**src/rtl/qcyc_pkg.sv**
```systemverilog
package qcyc_pkg;

   localparam int unsigned PHASE_COUNT = 4;

   typedef enum logic [1:0] {
      PH_Q1 = 2'd0,
      PH_Q2 = 2'd1,
      PH_Q3 = 2'd2,
      PH_Q4 = 2'd3
   } phase_e;

   typedef logic [PHASE_COUNT-1:0] phase_vec_t;

   function automatic phase_vec_t ph_decode(input phase_e ph);
      phase_vec_t v;
      v = '0;
      v[ph] = 1'b1;
      return v;
   endfunction

   function automatic phase_e ph_next(input phase_e ph);
      return phase_e'(ph + 2'd1);
   endfunction

endpackage

```
**src/rtl/qcyc_phase_gen.sv**
```systemverilog
module qcyc_phase_gen
   import qcyc_pkg::*;
#(
   parameter bit RING_PHASE = 1'b0,
   parameter bit DIV_REG    = 1'b1
) (
   input  logic       clk,
   input  logic       rst_n,
   output phase_vec_t phase_q,
   output logic       clk_div
);

   // Phase source: either a one-hot ring or a binary counter with a decoder.
   generate
      if (RING_PHASE) begin : g_ring
         phase_vec_t ring_r;
         always_ff @(posedge clk or negedge rst_n) begin
            if (!rst_n) ring_r <= phase_vec_t'(1);
            else        ring_r <= {ring_r[PHASE_COUNT-2:0], ring_r[PHASE_COUNT-1]};
         end
         assign phase_q = ring_r;
      end else begin : g_cnt
         phase_e cnt_r;
         always_ff @(posedge clk or negedge rst_n) begin
            if (!rst_n) cnt_r <= PH_Q1;
            else        cnt_r <= ph_next(cnt_r);
         end
         always_comb phase_q = ph_decode(cnt_r);
      end
   endgenerate

   // Divided clock: a flop loaded with the level of the coming phase, or a direct decode.
   generate
      if (DIV_REG) begin : g_div_reg
         logic div_r;
         always_ff @(posedge clk or negedge rst_n) begin
            if (!rst_n) div_r <= 1'b1;
            else        div_r <= phase_q[PH_Q4] | phase_q[PH_Q1];
         end
         assign clk_div = div_r;
      end else begin : g_div_comb
         assign clk_div = phase_q[PH_Q1] | phase_q[PH_Q2];
      end
   endgenerate

   // exactly one phase strobe high
   assert_onehot_R2: assert property (@(posedge clk) disable iff (!rst_n)
      $countones(phase_q) == 1);

   // Q4 is followed by Q1
   assert_wrap_R2: assert property (@(posedge clk) disable iff (!rst_n)
      phase_q[PH_Q4] |=> phase_q[PH_Q1]);

   // Q1 is followed by Q2
   assert_order_R2: assert property (@(posedge clk) disable iff (!rst_n)
      phase_q[PH_Q1] |=> phase_q[PH_Q2]);

endmodule

```
**src/rtl/qcyc_fetch_ctr.sv**
```systemverilog
module qcyc_fetch_ctr #(
   parameter int unsigned         ADDR_W   = 21,
   parameter int unsigned         PC_STEP  = 2,
   parameter logic [ADDR_W-1:0]   RESET_PC = '0
) (
   input  logic              clk,
   input  logic              rst_n,
   input  logic              adv,
   output logic [ADDR_W-1:0] fetch_addr
);

   localparam int unsigned ALIGN_W = $clog2(PC_STEP);
   localparam int unsigned HI_W    = ADDR_W - ALIGN_W;
   localparam logic [HI_W-1:0] RESET_HI = RESET_PC[ADDR_W-1:ALIGN_W];

   logic [HI_W-1:0] pc_hi;
   logic [HI_W-1:0] fa_hi;

   // The counter points one step ahead; the fetch register takes its old value in Q1.
   always_ff @(posedge clk or negedge rst_n) begin
      if (!rst_n) begin
         pc_hi <= RESET_HI;
         fa_hi <= RESET_HI;
      end else if (adv) begin
         fa_hi <= pc_hi;
         pc_hi <= pc_hi + 1'b1;
      end
   end

   assign fetch_addr = {fa_hi, {ALIGN_W{1'b0}}};

   // address held outside the advance phase
   assert_addr_hold_R5: assert property (@(posedge clk) disable iff (!rst_n)
      !adv |=> $stable(fetch_addr));

endmodule

```
**src/rtl/qcyc_ir_stage.sv**
```systemverilog
module qcyc_ir_stage #(
   parameter int unsigned        INSTR_W  = 16,
   parameter logic [INSTR_W-1:0] NOP_WORD = '0
) (
   input  logic               clk,
   input  logic               rst_n,
   input  logic               cap,
   input  logic [INSTR_W-1:0] rdata,
   output logic [INSTR_W-1:0] ir
);

   always_ff @(posedge clk or negedge rst_n) begin
      if (!rst_n)   ir <= NOP_WORD;
      else if (cap) ir <= rdata;
   end

   // instruction register moves only on the capture phase
   assert_ir_hold_R6: assert property (@(posedge clk) disable iff (!rst_n)
      !cap |=> $stable(ir));

endmodule

```
**src/rtl/qcyc_seq.sv**
```systemverilog
module qcyc_seq
   import qcyc_pkg::*;
#(
   parameter int unsigned        ADDR_W     = 21,
   parameter int unsigned        INSTR_W    = 16,
   parameter int unsigned        PC_STEP    = 2,
   parameter logic [ADDR_W-1:0]  RESET_PC   = '0,
   parameter logic [INSTR_W-1:0] NOP_WORD   = '0,
   parameter bit                 RING_PHASE = 1'b0,
   parameter bit                 DIV_REG    = 1'b1
) (
   input  logic               clk,
   input  logic               rst_n,
   output logic [ADDR_W-1:0]  imem_addr,
   input  logic [INSTR_W-1:0] imem_rdata,
   output logic [3:0]         phase_q,
   output logic               pc_inc,
   output logic [INSTR_W-1:0] ir_word,
   output logic               clk_div
);

   localparam int unsigned ALIGN_W = $clog2(PC_STEP);

   // Elaboration-time parameter checks
   generate
      if (ADDR_W < 2) begin : g_bad_addr_w
         $error("qcyc_seq: ADDR_W must be at least 2");
      end
      if (INSTR_W < 1) begin : g_bad_instr_w
         $error("qcyc_seq: INSTR_W must be at least 1");
      end
      if (PC_STEP < 2 || (PC_STEP & (PC_STEP - 1)) != 0) begin : g_bad_step
         $error("qcyc_seq: PC_STEP must be a power of two, at least 2");
      end
      if (ALIGN_W >= ADDR_W) begin : g_bad_align
         $error("qcyc_seq: PC_STEP must be smaller than the address space");
      end
      if ((RESET_PC & ADDR_W'(PC_STEP - 1)) != '0) begin : g_bad_reset_pc
         $error("qcyc_seq: RESET_PC must be a multiple of PC_STEP");
      end
   endgenerate

   phase_vec_t ph;

   qcyc_phase_gen #(
      .RING_PHASE (RING_PHASE),
      .DIV_REG    (DIV_REG)
   ) u_phase (
      .clk     (clk),
      .rst_n   (rst_n),
      .phase_q (ph),
      .clk_div (clk_div)
   );

   qcyc_fetch_ctr #(
      .ADDR_W   (ADDR_W),
      .PC_STEP  (PC_STEP),
      .RESET_PC (RESET_PC)
   ) u_fetch (
      .clk        (clk),
      .rst_n      (rst_n),
      .adv        (ph[PH_Q1]),
      .fetch_addr (imem_addr)
   );

   qcyc_ir_stage #(
      .INSTR_W  (INSTR_W),
      .NOP_WORD (NOP_WORD)
   ) u_ir (
      .clk   (clk),
      .rst_n (rst_n),
      .cap   (ph[PH_Q4]),
      .rdata (imem_rdata),
      .ir    (ir_word)
   );

   assign phase_q = ph;
   assign pc_inc  = ph[PH_Q1];

   // divided clock rises only into Q1
   assert_div_rise_R3: assert property (@(posedge clk) disable iff (!rst_n)
      $rose(clk_div) |-> phase_q[PH_Q1]);

   // divided clock falls only into Q3
   assert_div_fall_R3: assert property (@(posedge clk) disable iff (!rst_n)
      $fell(clk_div) |-> phase_q[PH_Q3]);

   // increment strobe is followed by Q2
   assert_inc_next_R4: assert property (@(posedge clk) disable iff (!rst_n)
      pc_inc |=> (phase_q[PH_Q2] && !pc_inc));

   // instruction register stays put from Q1 to Q3
   assert_ir_span_R6: assert property (@(posedge clk) disable iff (!rst_n)
      (phase_q[PH_Q1] || phase_q[PH_Q2]) |=> $stable(ir_word));

endmodule

```
**config.mk**
```make
export PLATFORM = sky130hd
export DESIGN_NAME = qcyc_seq
export DESIGN_NICKNAME = d
export VERILOG_FILES = /design/src/rtl/qcyc_pkg.sv /design/src/rtl/qcyc_phase_gen.sv /design/src/rtl/qcyc_fetch_ctr.sv /design/src/rtl/qcyc_ir_stage.sv /design/src/rtl/qcyc_seq.sv
export SDC_FILE = /design/constraint.sdc
export NUM_CORES = 1
export LEC_CHECK = 0
export ABC_AREA = 1
export BUFFER_PORTS_ARGS = -buffer_cell sky130_fd_sc_hd__clkbuf_2
export CORE_MARGIN = 2
export CORE_UTILIZATION = 53
export DETAILED_ROUTE_END_ITERATION = 7
export GPL_ROUTABILITY_DRIVEN = 0
export HOLD_SLACK_MARGIN = 0.03
export PLACE_DENSITY = 0.9
export SETUP_SLACK_MARGIN = 0.2
export SLEW_MARGIN = 20
export SYNTH_ARGS = -nofsm -noshare
export SYNTH_HDL_FRONTEND = slang
export SYNTH_SLANG_ARGS = --single-unit
export TNS_END_PERCENT = 30
```
**constraint.sdc**
```tcl
create_clock -name clk -period 2 [get_ports clk]
set_input_delay 0.2 -clock clk [delete_from_list [all_inputs] [get_ports clk]]
set_output_delay 0.2 -clock clk [all_outputs]
set_load 0.01 [all_outputs]
```
# ---- Yosys cells after proc, flatten, opt, wreduce, memory -nomap -nowiden
# Index checks and enable logic that the tools add are counted.
dict set report word_totals {
  register_bits 59
  input_bits 18
  elab_cells 13
}
dict set report classes {
  n_addsub 2
  magnitude_cmp 2
  muxes 2
  bitwise 1
  reduce_logical 1
}
# op n
set ops {}
lappend ops {{20-bit by 1-bit adder with 20-bit output, second input constant} 1}
lappend ops {{2-bit by 3-bit < comparator with 1-bit output, second input constant} 1}
lappend ops {{2-bit by 1-bit adder with 2-bit output, second input constant} 1}
lappend ops {{1-bit demux with 2-bit select} 1}
lappend ops {{2-bit by 1-bit greater-or-equal comparator with 1-bit output, second input constant} 1}
lappend ops {{1-bit logical AND} 1}
lappend ops {{1-bit 2-to-1 mux} 1}
lappend ops {{1-bit bitwise OR} 1}

# ---- Longest topological paths before layout
# Gate-level depths: netlist of run 1.
dict set report logic_depth {
  depth_word 5
  mapped_depth 11
}

# ---- Modules after synthesis
# A second synthesis of run 1 with hierarchy kept.
dict set report hier_totals {
  hier_cells 260
  area_unflattened_um2 2578.7
}
# mod n_inst cells_per_inst area_each_um2 seq_area_each_um2
set modules_own_cells {}
lappend modules_own_cells {qcyc_fetch_ctr 1 181 1789.2 1001.0}
lappend modules_own_cells {qcyc_ir_stage 1 68 644.4 400.4}
lappend modules_own_cells {qcyc_phase_gen 1 10 137.6 76.3}
lappend modules_own_cells {qcyc_seq 1 1 7.5 0.0}

# ---- Worst setup path after synthesis of run 1
# OpenSTA, ideal clock, no wires.
dict set report synth_path {
  path_kind {reg2reg}
  start {register u_phase.g_cnt.cnt_r[0]}
  end {register u_fetch.pc_hi[14]}
  setup_time_ns 0.124
  arrival_ns 1.457
  path_slack_ns 0.419
  path_stages_with_launch 10
  n_path_buf 1
  period_less_slack_ns 1.581
  cell_sequence {dfrtp_1 > inv_1 > ha_1 > buf_6 > nand2_4 > nor2_8 > nand2_2 > nor2_4 > nand2_2 > xnor2_2}
}
dict set report synth_via {
  elab_chain_len 4
}
# element line
set synth_lines {}
lappend synth_lines {{start: declaration} qcyc_phase_gen.sv:23} ;# phase_e cnt_r;
lappend synth_lines {{start signal: assignment} qcyc_phase_gen.sv:26} ;# else cnt_r <= ph_next(cnt_r);
lappend synth_lines {{2-bit by 3-bit < comparator with 1-bit output (not written as such) or 2-bit by 1-bit greater-or-equal comparator with 1-bit output (tied branches)} qcyc_pkg.sv:17} ;# v[ph] = 1'b1;
lappend synth_lines {{1-bit logical AND (not written as such)} qcyc_pkg.sv:17}
lappend synth_lines {{1-bit 2-to-1 mux (not written as such)} qcyc_pkg.sv:17}
lappend synth_lines {{1-bit demux with 2-bit select *} -}
lappend synth_lines {{net pc_inc} qcyc_seq.sv:17} ;# output logic pc_inc,
lappend synth_lines {{end signal: assignment} qcyc_fetch_ctr.sv:26} ;# pc_hi <= pc_hi + 1'b1;
lappend synth_lines {{end: declaration} qcyc_fetch_ctr.sv:16} ;# logic [HI_W-1:0] pc_hi;
# Mark *: on every way through the listed nets, which the timed path passes. The rest lies on a longest branch.
# A chain may end at the register's enable or synchronous reset.

# ---- Worst setup path after layout of run 1
dict set report layout_path {
  start {register u_phase.g_cnt.cnt_r[0]}
  end {output phase_q[3]}
}
dict set report layout_via {
  elab_chain_len 4
}
# element line
set layout_lines {}
lappend layout_lines {{2-bit by 3-bit < comparator with 1-bit output (not written as such) or 2-bit by 1-bit greater-or-equal comparator with 1-bit output (tied branches)} qcyc_pkg.sv:17}
lappend layout_lines {{1-bit logical AND (not written as such)} qcyc_pkg.sv:17}
lappend layout_lines {{1-bit 2-to-1 mux (not written as such)} qcyc_pkg.sv:17}
lappend layout_lines {{1-bit demux with 2-bit select *} -}
lappend layout_lines {{end: declaration} qcyc_seq.sv:16} ;# output logic [3:0] phase_q,
# Every way passes the cells marked *; elsewhere a longest branch is shown, timed or not.

==> results of run 1 <==
## cell usage in the layout (no fill, tap or decap), types with 4 or more instances in the layout
cell type and count:
nand2_1 71, xor2_1 13, ha_1 4, dfrtp_1 58, clkbuf_2 59, nor2_1 8
o21ai_0 13, nand4_1 4, inv_1 24, nand3_1 4, mux2_2 16, clkbuf_8 9
## state kept, by name, summed over array words and instances, names as in the netlist
| register | cells |
|---|---|
| u_fetch.pc_hi | 20 |
| u_fetch.fa_hi | 20 |
| u_phase.clk_div | 1 |
| u_phase.g_cnt.cnt_r | 2 |
| u_ir.ir | 16 |
## worst max-delay path, cell delays in order, from the launching register on
cell,delay [ps]
dfrtp_1,380
ha_1,620
clkbuf_2,250
## per-layer routing
metal	track usage [%]	wire length (um)	vias to the layer above
li1	-	-	891
met1	24.6	2270	876
met2	33.2	2460	84
met3	7.68	384	10
met4	12.1	95	0
met5	0	0	-
## cell families (layout without fill, tap and decap cells)
group	Yosys count	after routing	share of synthesized area, %
AO/OA/AOI/OAI	13	13	2.53
other	1	1	0.146
buffers and inverters	35	105	5.99
multiplexers	16	16	7.01
XOR/XNOR	15	15	5.40
flip-flops	59	59	57.5
AND/OR/NAND/NOR	103	103	19.0
adder cells (fa/ha/maj)	5	5	2.43
## where the power goes
part | total (W) | internal (W) | switching [W]
sequential | 0.00122 | 0.00121 | 0.00000752
clock | 0.00115 | 0.000698 | 0.000457
combinational | 0.0000832 | 0.0000377 | 0.0000455
total | 0.00246 | 0.00195 | 0.000510
## worst min path at each step
stage	endpoint	cells past startpoint	startpoint
finish	u_ir.ir[14]	2	imem_rdata[14]
global route	u_ir.ir[14]	2	imem_rdata[14]
CTS	u_ir.ir[14]	2	imem_rdata[14]
detailed placement	u_ir.ir[4]	1	rst_n
global placement	u_ir.ir[1]	1	rst_n
floorplan	u_fetch.fa_hi[0]	0	rst_n
## stage by stage
| stage | cell area, sq um | util [%] |
|---|---|---|
| after global placement | 2900 | 61.7 |
| after CTS | 3130 | 66.7 |
| final | 3140 | 66.9 |
| after global routing | 3140 | 66.9 |
| after floorplan | 2570 | - |
| after detailed placement | 2900 | 61.7 |
## layout make-up
class	count	area [sq um]
clock buffer	11	131
clock inverter	5	77.6
fill	322	1550
inverter	25	97.6
multi-input combinational	153	951
sequential	59	1480
tap	54	67.6
timing repair buffer	63	328
timing repair inverter	1	7.51
## repair_timing
| action | in CTS | in global routing |
|---|---|---|
| endpoints found under the setup margin | 3 | 4 |
| gates resized for setup | 3 | 1 |
| hold buffers | 1 | 0 |
| pin swaps | 0 | 0 |
| cloned | 1 | 0 |
| endpoints found under the hold margin | 16 | 0 |
==> results.md, run 1 <==
* Most frequent cells after synthesis: nand2_1, dfrtp_1, inv_1
* Finished Layout Cells at ~370
* R2r startpoint: u_phase.g_cnt.cnt_r[0]
* Worst slew margin at ~54%
* Min Tclk post-route at between 1500 and 2000 ps
* Core area at about 4700 sq um
* Die width at 73.6 um
* Cell depth of the worst flop-to-flop path at 8
* Number of synthesized register bits at 59
* Crit path from: u_phase.g_cnt.cnt_r[0]
* Setup Buffers After CTS at 0
* Final worst-path setup slack at approximately 220 ps
* Most numerous cell in the Yosys netlist: nand2_1
* Yosys top cell by area: dfrtp_1
* Largest net degree at the start of global routing at 23
* Tcrit/Tclk final at 88.8%
* TritonCTS Sinks at approximately 60
* Synth Cell Area at between 2000 and 3000 sq um
* Status: complete, no violations
* Vias in the first global route at roughly 1800
* Skew final at between 5 and 6 ps
* Diodes inserted at 0
* Routed WL at about 5.2 mm
* Port bufs at 59
* Synth Warn # at 0
* Cell variety after synth at 27
* Max cap viols at 0
* Final Hold Viols at 0
* RR Endpoint: u_fetch.pc_hi[14]
* Die span in y at ~74 um
* Remaining DRCs at 0
* Pre-antenna DRT Iters at 4
* Worst Path Max Fanout at 17
* Layout area overhead at 22.1%
* Dpl cells at roughly 350
* P_leak at 1.62 nW
* Slew Viols, Final at 0
* Drt wl/cell at between 10 and 15 um
* Reg2reg setup slack at around 380 ps
* Post-DP HPWL at roughly 3.6 mm
* Hold WC Path Type: input port to flop
* Unrepaired setup endpoints after global routing: yes
* Post-synth top area share at 56.5%
* Initial Util at a little over half
* H-tree depth at 3
* Register area share after synthesis at between 50% and 60%
* First-pass GRT wire length at between 8 and 9 mm
* Worst Setup End Kind: primary output
* Worst EP arrival at between 1500 and 2000 ps
* Achievable Freq at roughly 560 MHz
* Clk slew on worst S/H paths at around 70 ps
* Worst setup path end: phase_q[3]
* Critical Path RT at 1800 ps
* Worst-case vdd ir drop at about 0.47 mV
* TNS Setup at 0 ps
* Place WS at roughly 220 ps
* Detail-routed via count per cell at approximately 5.0
* Setup Crit Path Kind: flop to primary output
* Initial antenna violation count at 0
* Rows at 25
* # IOs at 61
* Post-synthesis cell count at 247
* Nets at ~340
* Share of layout cells above drive strength 1 at approximately 34%
* Top FF cell, synth: dfrtp_1
* Gr usage total at 21.0%
* Setup crit start kind: flop
* Final Setup Violations at 0
* Syn Nets at 270
* Global route overflow at 0
* Via count at approximately 1900
* Remaining antenna violation count after routing at 0
* TritonCTS clock tree: yes
* Overall power at between 0.002 and 0.0025 W
* Async set-or-reset flop fraction in the synthesized netlist at 100%
* CTS root buf: clkbuf_8
* CTS Buffer Depth at 2
* Worst skew pair latency at about 330 ps
* Iteration-0 DRC Markers at 118
* Final hold slack at between 90 and 100 ps
* PD cells at between 700 and 800 nW/um^2
* Post-synth EDFFs at 0
* Total CTS buffers at 9
* Top post-synthesis cells by area: dfrtp_1, nand2_1, mux2_2
* Mean Syn Cell Area at between 10 and 15 sq um
* Least-Margin Pin Slew at between 600 and 700 ps
* Die area at between 5000 and 6000 sq um
No activity file was read; power rests on OpenSTA's default activity.
==> inputs of run 2 (changes only) <==
--- a/config.mk
+++ b/config.mk
@@ -7,12 +7,15 @@
 export LEC_CHECK = 0
 export ABC_AREA = 1
 export BUFFER_PORTS_ARGS = -buffer_cell sky130_fd_sc_hd__clkbuf_2
+export CELL_PAD_IN_SITES_DETAIL_PLACEMENT = 1
+export CELL_PAD_IN_SITES_GLOBAL_PLACEMENT = 1
 export CORE_MARGIN = 2
-export CORE_UTILIZATION = 53
+export CORE_UTILIZATION = 42
+export CTS_BUF_LIST = sky130_fd_sc_hd__clkbuf_4 sky130_fd_sc_hd__clkbuf_8
 export DETAILED_ROUTE_END_ITERATION = 7
 export GPL_ROUTABILITY_DRIVEN = 0
 export HOLD_SLACK_MARGIN = 0.03
-export PLACE_DENSITY = 0.9
+export PLACE_DENSITY = 0.92
 export SETUP_SLACK_MARGIN = 0.2
 export SLEW_MARGIN = 20
 export SYNTH_ARGS = -nofsm -noshare
==> results.md, run 2 (synthesis gave the netlist of run 1 again) <==
* Status: complete, no violations
* Layout fillers at slightly below 700
* Register area at between 1000 and 1500 sq um
* Routed WL at around 6.3 mm
* H-tree depth at 3
* Vias in the first global route at about 2000
* Diodes inserted at 0
* Setup crit start kind: flop
* Max cap viols at 0
* Drt wl/cell at ~16 um
* Initial Util at 43.4%
* Final Setup Violations at 0
* Post-DP HPWL at approximately 4.3 mm
* Port bufs at 59
* Net Sw Frac at a little over a fifth
* P_sw at between 0.0004 and 0.0005 W
* Via count at 1922
* Area of the multi-input gates at around 950 sq um
* Die area at ~6800 sq um
* Share of layout cells above drive strength 1 at between 30% and 40%
* Remaining DRCs at 0
* Worst EP arrival at between 1500 and 2000 ps
* Global route overflow at 0
* TritonCTS clock tree: yes
* P_leak at between 1.5 and 2 nW
* Die width at between 80 and 90 um
* Overall power at roughly 0.0022 W
* CTS root buf: clkbuf_8
* Final core utilization at between 50% and 60%
* Achievable Freq at approximately 600 MHz
* Hold WC Path Type: input port to async pin
* Least-Margin Pin Slew at between 700 and 800 ps
* Pre-antenna DRT Iters at 4
* Worst Path Max Fanout at 15
* Nets at 334
* Setup Buffers After CTS at 0
* Die span in y at approximately 82 um
* Seq pwr share at about 55%
* Gr usage total at about a fifth
* Worst-case vdd ir drop at about 0.47 mV
* TritonCTS Sinks at slightly below 60
* Critical Path RT at between 2000 and 2500 ps
* Worst skew pair latency at about 330 ps
* Total CTS buffers at 9
* Detail-routed via count per cell at slightly below 5
* Post-CTS Hold Fix Bufs at 0
* Most frequent cells in the layout: nand2_1, clkbuf_2, dfrtp_1
* Clk network pwr share at 41.8%
* Min Tclk post-route at between 1500 and 2000 ps
* Worst Setup End Kind: flop
* Most common cell after layout, fill and taps aside: nand2_1
* # IOs at slightly above 60
* Combinational Power Share at about 3.6%
* Placed cell area at 2920 sq um
* Setup Crit Path Kind: flop to flop
* Rows at 28
* PD cells at slightly above 700 nW/um^2
* Skew final at just over 6 ps
* Tcrit/Tclk final at 83.1%
* TNS Setup at 0 ps
* Biggest regs: u_fetch.fa_hi (20), u_fetch.pc_hi (20), u_ir.ir (16)
* Final Hold Viols at 0
* Remaining antenna violation count after routing at 0
* Worst slew margin at around 51%
* Core area at 5920 sq um
* Clk slew on worst S/H paths at ~60 ps
* CTS Buffer Depth at 2
* Unrepaired setup endpoints after global routing: no
* Largest net degree at the start of global routing at 60
* Initial antenna violation count at 0
* Finished Cell Area at 3120 sq um
* Iteration-0 DRC Markers at just over 60
* Cell Int Power at between 0.0015 and 0.002 W
* Layout area overhead at 21.3%
* Slew Viols, Final at 0
* First-pass GRT wire length at 9.45 mm
==> run 2: cell types whose count changed in the layout (fill, tap and decap cells not counted), sizes merged <==
cell         change
bufinv           -2
dlygate4sd3      -1
clkinvlp         -1
clkbuf           +1
clkinv           +1
==> run 2: timing repair <==
| action | CTS | global route |
|---|---|---|
| pin swaps | 0 | 0 |
| gates cloned | 0 | 1 |
| endpoints found under the setup margin | 2 | 21 |
| gates resized for setup | 0 | 5 |
| endpoints found under the hold margin | 0 | 0 |
==> run 2: critical path, cell delays in order, from the launching register on <==
cell and delay (ps):
dfrtp_1 400, inv_1 150, ha_4 240, buf_6 200, nand2_1 90, nor2_1 100
and3_1 190, nand2_1 60, nand2_1 60, nand2_1 50
==> run 2: path summary, 6_finish.rpt <==
path	from	end	slack, ps	depth (start not counted)
max	u_phase.g_cnt.cnt_r[0]	u_fetch.pc_hi[19]	340	9
min	rst_n	u_ir.ir[4]	20	2
max reg2reg	u_phase.g_cnt.cnt_r[0]	u_fetch.pc_hi[19]	340	9
min reg2reg	u_fetch.fa_hi[4]	u_fetch.fa_hi[4]	480	2
max in group asynchronous	rst_n	u_ir.ir[14]	1510	2
min in group clk	imem_rdata[0]	u_ir.ir[0]	110	2
==> run 2: power groups by stage <==
stage | logic, W | clock network, W | registers, W
floorplan | 0.0000164 | 0 | 0.00125
global placement | 0.0000807 | 0 | 0.00124
detailed placement | 0.0000845 | 0 | 0.00124
CTS | 0.0000844 | 0.000953 | 0.00122
global route | 0.0000925 | 0.00100 | 0.00122
finish | 0.0000811 | 0.000933 | 0.00122
==> run 2: final cells by class <==
class,instances,area share [%]
repair inverters,1,0.241
inverters,25,3.13
repair buffers,62,10.3
clock inverters,3,0.482
multi-input cells,153,30.5
well taps,75,3.01
flip-flops and latches,59,47.4
clock buffers,12,4.90
==> run 2: layer usage <==
| metal | share of wire, % | GRT usage, % |
|---|---|---|
| met1 | 42 | 21.3 |
| met2 | 50 | 34.1 |
| met3 | 6.2 | 5.00 |
| met4 | 2.2 | 9.67 |
| met5 | 0 | 0 |
==> run 2: stage by stage <==
step	instances	hold slack (ps)	setup WS, ps
after floorplan	247	-95.6	419
after global placement	374	386	369
after detailed placement	374	409	95.1
after CTS	389	49.2	76.1
after global routing	390	89.5	212
final	390	16.5	338
==> inputs of run 3 (changes only) <==
--- a/config.mk
+++ b/config.mk
@@ -5,12 +5,12 @@
 export SDC_FILE = /design/constraint.sdc
 export NUM_CORES = 1
 export LEC_CHECK = 0
-export ABC_AREA = 1
+export ABC_AREA = 0
 export BUFFER_PORTS_ARGS = -buffer_cell sky130_fd_sc_hd__clkbuf_2
 export CELL_PAD_IN_SITES_DETAIL_PLACEMENT = 1
 export CELL_PAD_IN_SITES_GLOBAL_PLACEMENT = 1
 export CORE_MARGIN = 2
-export CORE_UTILIZATION = 42
+export CORE_UTILIZATION = 44
 export CTS_BUF_LIST = sky130_fd_sc_hd__clkbuf_4 sky130_fd_sc_hd__clkbuf_8
 export DETAILED_ROUTE_END_ITERATION = 7
 export GPL_ROUTABILITY_DRIVEN = 0
==> constraint.sdc (replaced) <==
create_clock -name clk -period 1.7 [get_ports clk]
set_input_delay 0.17 -clock clk [delete_from_list [all_inputs] [get_ports clk]]
set_output_delay 0.17 -clock clk [all_outputs]
set_load 0.01 [all_outputs]
==> results.md, run 3 <==
* Dpl cells at 290
* Worst Path Max Fanout at 6
* Setup Crit Path Kind: flop to flop
* Tcrit/Tclk final at between 90% and 100%
* Unrepaired setup endpoints after global routing: yes
* Remaining antenna violation count after routing at 0
* Number of synthesized register bits at 59
* Most frequent cells after synthesis: dfrtp_1, mux2_2, xnor2_1
* Core area at around 5200 sq um
* Hold WC Path Type: input port to flop
* Post-DP HPWL at around 3.7 mm
* CTS root buf: clkbuf_8
* Iteration-0 DRC Markers at 60
* Diodes inserted at 0
* Total CTS buffers at 9
* Via count at between 1500 and 2000
* Largest net degree at the start of global routing at 60
* TritonCTS Sinks at 59
* Top post-synthesis cells by area: dfrtp_1, mux2_2, xnor2_1
* Die area at 6070 sq um
* Remaining DRCs at 0
* Drt wl/cell at 17.4 um
* PD cells at 930 nW/um^2
* Die span in y at 77.9 um
* Mean Syn Cell Area at 14.6 sq um
* Async set-or-reset flop fraction in the synthesized netlist at 100%
* Initial Util at roughly 46%
* Cell variety after synth at 21
* Pre-antenna DRT Iters at 4
* P_leak at 1.61 nW
* # IOs at a little over 60
* Place WS at 91.8 ps
* Skew final at between 8 and 9 ps
* Most common cell after layout, fill and taps aside: clkbuf_2
* Setup crit start kind: flop
* Status: complete, no violations
* Gr usage total at between 10% and 20%
* Worst Setup End Kind: flop
* Routed WL at 5.58 mm
* Synth Warn # at 0
* CTS Buffer Depth at 2
* Final worst-path setup slack at ~77 ps
* TritonCTS clock tree: yes
* Biggest regs: u_fetch.fa_hi (20), u_fetch.pc_hi (20), u_ir.ir (16)
* First-pass GRT wire length at roughly 8.5 mm
* Critical Path RT at approximately 2000 ps
* Most frequent cells in the layout: clkbuf_2, dfrtp_1, mux2_2
* Register area share after synthesis at just over 60%
* Yosys top cell by area: dfrtp_1
* Detail-routed via count per cell at roughly 5
* Die width at ~80 um
* Most numerous cell in the Yosys netlist: dfrtp_1
* Worst skew pair latency at ~350 ps
* Final Setup Violations at 0
* Post-synthesis cell count at between 150 and 200
* Slew Viols, Final at 0
* Min Tclk post-route at 1620 ps
* Share of layout cells above drive strength 1 at a little under three fifths
* Vias in the first global route at 1720
* Worst-case vdd ir drop at 0.657 mV
* Port bufs at 59
* Layout area overhead at 30.9%
* Syn Nets at 188
* H-tree depth at 3
* Max cap viols at 0
* Nets at between 200 and 300
* Layout fillers at 550
* Final core utilization at 60.5%
* Finished Layout Cells at 320
* Final Hold Viols at 0
* Synth Cell Area at 2400 sq um
* Clk slew on worst S/H paths at ~70 ps
* Top FF cell, synth: dfrtp_1
* Worst EP arrival at between 1500 and 2000 ps
* TNS Setup at 0 ps
* Initial antenna violation count at 0
* Global route overflow at 0
* Rows at 26
* Post-synth top area share at between 60% and 70%
* Achievable Freq at 616 MHz
* Post-synth EDFFs at 0
run 3: cell types whose count changed after synthesis, sizes merged, moves of 2 or more:
cell / before / now
nor2: 15 / 5
clkbuf: 3 / 1
inv: 25 / 4
xnor2: 2 / 11
nand2: 74 / 10
mux2: 16 / 37
xor2: 13 / 8
and3: 2 / 5
o21ai: 13 / 0
nand3: 6 / 2
run 3: stage by stage:
stage	hold slack (ps)	area (sq um)	total power (W)
2_1_floorplan	-126	2420	0.00149
3_3_place_gp	200	2800	0.00156
3_5_place_dp	206	2800	0.00156
4_1_cts	41.2	3080	0.00295
5_1_grt	50.1	3150	0.00302
6_report	51.3	3150	0.00293
run 3: logic make-up after synthesis:
group / share of synthesized area (%)
XOR/XNOR: 6.92
AND/OR/NAND/NOR: 8.85
other: 0.156
multiplexers: 17.3
flip-flops: 61.5
adder cells (fa/ha/maj): 2.60
buffers and inverters: 2.65
run 3: per-layer routing:
layer / share of wire, % / wire, um / global-route usage (%) / vias to the layer above
met3: 3.9 / 218 / 4.19 / 13
met2: 56 / 3150 / 33.7 / 41
li1: - / - / - / 715
met1: 37 / 2060 / 20.6 / 816
met5: 0 / 0 / 0 / -
met4: 2.7 / 148 / 11.6 / 0
run 3: area by class of cell:
class	count	area, sq um	share of cell area (%)
Timing Repair Buffer	77	462	14.7
Multi-Input combinational cell	94	892	28.3
Inverter	4	15.0	0.477
Clock buffer	10	131	4.17
Sequential cell	59	1480	47.0
Clock inverter	6	80.1	2.54
Tap cell	70	87.6	2.78
run 3: timing repair:
| action | 4_1_cts | 5_1_grt |
|---|---|---|
| hold endpoints to repair | 58 | 0 |
| pin swaps | 4 | 6 |
| setup endpoints to repair | 13 | 14 |
| hold buffers | 1 | 0 |
| setup buffers | 7 | 6 |
| resized for setup | 3 | 2 |
run 3: worst max-delay path, cell delays in order (launching register included):
cell and delay, ps:
dfrtp_1 420, inv_2 100, ha_4 170, and4_4 250, nand4_4 210, nor3_4 240, xor2_1 160
run 3: worst paths after layout:
path	slack, ps	cells after the start	startpoint	to
max reg2reg	80	6	u_phase.g_cnt.cnt_r[1]	u_fetch.pc_hi[17]
min	50	2	imem_rdata[14]	u_ir.ir[14]
max	80	6	u_phase.g_cnt.cnt_r[1]	u_fetch.pc_hi[17]
min reg2reg	480	1	u_fetch.pc_hi[11]	u_fetch.pc_hi[11]
min in group asynchronous	390	3	rst_n	u_ir.ir[4]
max in group asynchronous	1030	3	rst_n	u_phase.clk_div
run 3: report_power, final:
part / switching, W / leakage, nW / internal (W)
Sequential: 0.0000103 / 0.753 / 0.00142
Clock: 0.000561 / 0.113 / 0.000831
Combinational: 0.0000561 / 0.749 / 0.0000464
Total: 0.000627 / 1.61 / 0.00230
